===== config.mk =====
export PLATFORM = sky130hd
export DESIGN_NAME = adc_serial_port
export DESIGN_NICKNAME = d
export VERILOG_FILES = /design/src/rtl/adc_serial_port.sv
export SDC_FILE = /design/constraint.sdc
export NUM_CORES = 1
export LEC_CHECK = 0
export BUFFER_PORTS_ARGS = -buffer_cell sky130_fd_sc_hd__buf_2
export CORE_MARGIN = 3
export CORE_UTILIZATION = 30
export CTS_CLUSTER_DIAMETER = 100
export CTS_CLUSTER_SIZE = 10
export DETAILED_ROUTE_END_ITERATION = 7
export SLEW_MARGIN = 20
export SYNTH_ARGS = -nofsm -noshare
export SYNTH_HDL_FRONTEND = slang
export SYNTH_SLANG_ARGS = --single-unit
export TNS_END_PERCENT = 5

===== constraint.sdc =====
create_clock -name clk -period 1.3 [get_ports clk]
set_clock_uncertainty 0.05 [all_clocks]
set_input_delay 0 -clock clk [delete_from_list [all_inputs] [get_ports clk]]
set_output_delay 0 -clock clk [all_outputs]
set_load 0.01 [all_outputs]

===== src/rtl/adc_serial_port.sv =====
module adc_serial_port #(
  parameter int RES_W  = 18,
  parameter int HALF_W = 16
) (
  input  logic             clk,
  input  logic             rst_n,
  input  logic             conv,
  input  logic             sync_hi_sel,
  input  logic             cascade,
  input  logic             done_a,
  input  logic [RES_W-1:0] res_a,
  input  logic             done_b,
  input  logic [RES_W-1:0] res_b,
  input  logic             tag_a,
  input  logic             tag_b,
  output logic             sdo_a,
  output logic             sdo_b,
  output logic             sync
);
  localparam int FW  = 2 * HALF_W;
  localparam int TAP = FW - RES_W;

  logic             conv_d, load_q, sync_act;
  logic [RES_W-1:0] pend_a, pend_b, hold_a, hold_b;
  logic [FW-1:0]    sh_a, ld_a, nxt_a;
  logic [RES_W-1:0] sh_b;
  logic             fall;

  assign fall = conv_d & ~conv;

  always_comb begin
    ld_a = '0;
    ld_a[FW-1 -: RES_W] = hold_a;
    if (cascade) ld_a = {hold_a[RES_W-1 -: HALF_W], hold_b[RES_W-1 -: HALF_W]};
    nxt_a = {sh_a[FW-2:0], 1'b0};
    if (cascade) nxt_a[0] = tag_a;
    else         nxt_a[TAP] = tag_a;
  end

  always_ff @(posedge clk or negedge rst_n) begin
    if (!rst_n) begin
      conv_d   <= 1'b0;
      load_q   <= 1'b0;
      sync_act <= 1'b0;
      pend_a   <= '0;
      pend_b   <= '0;
      hold_a   <= '0;
      hold_b   <= '0;
      sh_a     <= '0;
      sh_b     <= '0;
    end else begin
      conv_d   <= conv;
      load_q   <= fall;
      sync_act <= load_q;
      if (done_a) pend_a <= res_a;
      if (done_b) pend_b <= res_b;
      if (fall) begin
        hold_a <= done_a ? res_a : pend_a;
        hold_b <= done_b ? res_b : pend_b;
      end
      sh_a <= load_q ? ld_a : nxt_a;
      sh_b <= load_q ? hold_b : {sh_b[RES_W-2:0], tag_b};
    end
  end

  assign sdo_a = sh_a[FW-1];
  assign sdo_b = sh_b[RES_W-1];
  assign sync  = ~(sync_act ^ sync_hi_sel);
endmodule


### After elaboration in Yosys (flattened, before gate mapping)

Index checks and enable logic that the tools add are counted.
Widths: inputs -> output; s select.

* register bits: 125
* output and inout bits: 3
* bits of input ports: 45
* logic and storage cells: 20

* multiplexer cells: 7
* bitwise operators: 4

Operators with widths (number)
* $mux 18: 3
* $mux 32: 1
* $mux 16: 1
* $mux 1: 2
* $not 1->1: 2
* $and 1x1->1: 1
* $xor 1x1->1: 1

### Longest topological paths before layout

* depth in word-level cells: 2
* mapped depth: 4
* mapped depth without buffers: 2

### Least setup slack after synthesis

OpenSTA, ideal clock, no wires.

* path kind: flip-flop to flip-flop
* from: register conv_d
* to: register hold_b[5]
* path slack: -0.003 ns
* cell stages (with the launch flop): 5
* buffers on the path: 2
* arrival time: 1.128 ns
* library setup time: 0.125 ns
* path through: dfrtp_1 -> nor2b_1 -> buf_2 -> buf_6 -> mux2_2

* longest elaborated chain between the ends: 1

RTL lines
* start: declaration: line 23 `logic conv_d, load_q, sync_act;`
* start signal: assignment: line 52 `conv_d <= conv;`
* $and 1x1->1: line 29 `assign fall = conv_d & ~conv;`
* end signal: assignment: line 59 `hold_b <= done_b ? res_b : pend_b;`
* end: declaration: line 24 `logic [RES_W-1:0] pend_a, pend_b, hold_a, hold_b;`

Every way passes these cells.
A chain may end at the register's enable or synchronous reset.

### Worst setup path after layout

* from: register conv_d
* to: register hold_a[3]

* longest elaborated chain between the ends: 1

RTL lines
* $and 1x1->1: line 29
* end signal: assignment: line 58 `hold_a <= done_a ? res_a : pend_a;`
* end: declaration: line 24

Every way passes these cells.

==> reports/metrics.yaml <==
fin_cells: 623
synth.avg_cell_area_um2: 16.4
start_util_pct: 31.3
internal-power_w: 0.00857
area_growth_pct: 32.9
cp-startpoint: "conv_d$_DFF_PN0_"
ys_ff_latch: 125
vias: 2602
io_buffers: 47
fin_crit_ns: 1.26
setup_tns_ns: 0
power.switching_w: 0.00237
leakage_nw: 2.91
final_cell_mix: "dfrtp_1 (124), mux2_2 (64), buf_2 (46), dlygate4sd3_1 (42), mux2_4 (41)"
drt_wl_total_mm: 8.67
diodes: 0
hpwl_mm: 5.34
maxCapViolCount: 0
ant_nets: 0
clockRootBuffer: "clkbuf_16"
reg2reg_slack_ns: 0.04
tightestPinTransition_ns: 0.282
overflow: 0
wl_per_cell_um: 13.9
crit_arrival_ns: 1.50
core_mm2: 0.0155
rsz0062_at_grt: "true"
crit_path_end_kind: "flop"
dp_cells: 549
maxSlewHeadroom_pct: 81.2
track_usage_pct: 10.4
final_area_mm2: 0.00646
final_nets: 444
clock.fmax_mhz: 792
synth_area_mm2: 0.00486
insertion_delay_ns: 0.40
cts_buffers: 17
pwr-share-seq_pct: 44.1
grt_pass1_wl_mm: 14.8
min_from: "done_a"
die_h_um: 133
grt_max_degree: 57
syn_inst: 297
synth-seq-area-share_pct: 64.3
final_common_cell: "dfrtp_1"
ios: 48
grt_antenna_before_repair: 0
clk_pin_slew_ns: 0.06
slew_viol_final: 0
status: "finished clean"
p_per_area_mw_per_mm2: 1690
syn_nets: 342
tritoncts: "built"
reg2reg_from: "conv_d$_DFF_PN0_"
synth_top_area_share_pct: 64.3
start_kind: "flop"
rr_endpoint: "hold_a[3]$_DFFE_PN0P_"
r2r_cells: 3
drt-pass1-iter-count: 4
sw_frac_of_total_pct: 21.7
min_path_cells: 3
p_comb_share_pct: 12.0
required_ns: 1.53
drc: 0
setup_viol: 0
cts-htree-levels: 4
cp_max_fo: 24
drive_above_1_share_pct: 47.6
drtIter0Drc: 101
clockBufferDepth: 2
synth.area.top_cells: "dfrtp_1 (64%), mux2_2 (15%), mux2_4 (12%)"
period_share_pct: 97.2
die-area_mm2: 0.0178
cts.sink_count: 125
yosysTopAreaCell: "dfrtp_1"
die_w_um: 133
power_frac_clock_pct: 43.9
critical_path_class: "reg -> reg"
placed_area_mm2: 0.00542
hold_viol: 0
yosys_warnings: 0
viasPerCell: 4.18
routabilityCongestion: 0.702
min_to: "pend_a[4]$_DFF_PN0_"
post-cts-setup-buffer-count: 0
row_count: 45
hold_path_class: "in -> reg"
synth_cell_types: 20
grt_pass1_vias: 2885
ir_worst_vdd_uv: 882
[synthesized netlist by cell type, drive strengths merged]
cell,n
xnor2,1
mux2,105
dfrtp,125
buf,14
o21ai,14
inv,14
nand2b,1
nor2b,1
a21oi,1
nor2,1
nand2,1
nand3,13
clkbuf,3
a21boi,1
mux4,1
mux2i,1
[what timing repair did]
item,4_1_cts,5_1_grt
endpoints found under the setup margin,0,113
resized for setup,0,3
hold endpoints to repair,210,0
hold buffers,42,0
[metrics by stage]
stage | power (W) | util (%) | hold WS, ns | setup WS [ns]
2_1_floorplan | 0.00568 | - | -0.346 | 0.0474
3_3_place_gp | 0.00605 | 34.8 | -0.132 | 0.0686
3_5_place_dp | 0.00612 | 34.8 | -0.123 | 0.0363
4_1_cts | 0.0111 | 41.5 | 0.0251 | 0.0259
5_1_grt | 0.0114 | 41.6 | 0.0462 | -0.0187
6_report | 0.0109 | 41.6 | 0.0357 | 0.0368
[routing by layer]
layer / GRT usage [%] / part of all wire [%] / vias up
li1: - / - / 1227
met1: 13.7 / 49 / 1323
met2: 16.3 / 46 / 44
met3: 3.36 / 3.9 / 8
met4: 3.60 / 0.95 / 0
met5: 0 / 0 / -
[power by group through the flow]
| stage | sequential (W) | combinational (W) | clock, W |
|---|---|---|---|
| 2_1_floorplan | 0.00480 | 0.000881 | 0 |
| 3_3_place_gp | 0.00487 | 0.00118 | 0 |
| 3_5_place_dp | 0.00489 | 0.00123 | 0 |
| 4_1_cts | 0.00483 | 0.00134 | 0.00489 |
| 5_1_grt | 0.00490 | 0.00145 | 0.00506 |
| 6_report | 0.00482 | 0.00131 | 0.00480 |
[worst max path at each step]
| stage | endpoint | slack [ns] | cells after the start |
|---|---|---|---|
| 2_1_floorplan | hold_b[5]$_DFFE_PN0P_ | 0.05 | 4 |
| 6_report | hold_a[3]$_DFFE_PN0P_ | 0.04 | 3 |
| 5_1_grt | hold_a[17]$_DFFE_PN0P_ | -0.02 | 3 |
| 3_5_place_dp | hold_a[15]$_DFFE_PN0P_ | 0.04 | 3 |
| 4_1_cts | hold_a[17]$_DFFE_PN0P_ | 0.03 | 3 |
| 3_3_place_gp | hold_a[17]$_DFFE_PN0P_ | 0.07 | 3 |
[final cells by class]
type | instances | area [um2]
well taps | 211 | 264
flip-flops and latches | 125 | 3130
multi-input cells | 141 | 1550
repair buffers | 100 | 852
clock inverters | 10 | 138
inverters | 14 | 52.6
clock buffers | 22 | 474
fillers | 1399 | 9080
[sequential cells by signal, indices dropped and copies added, names as in the netlist]
signal    count
conv_d        1
sh_b         18
sync_act      1
pend_b       18
load_q        1
sh_a         32
hold_a       18
pend_a       18
hold_b       18
[critical path, stage by stage, from the launching register on]
cell and delay (ns):
dfrtp_1 0.32, nor2b_4 0.18, buf_12 0.21, mux2_2 0.35
[kinds of logic after synthesis]
group / after synthesis / share of synthesized area [%]
DFF: 125 / 64.3
muxes: 107 / 28.1
buffers and inverters: 31 / 3.99
and+or+nand+nor: 17 / 1.75
AOI/OAI and AO/OA: 16 / 1.70
xor gates and xnor gates: 1 / 0.180
Note: power is estimated with default switching activity, not from simulation.
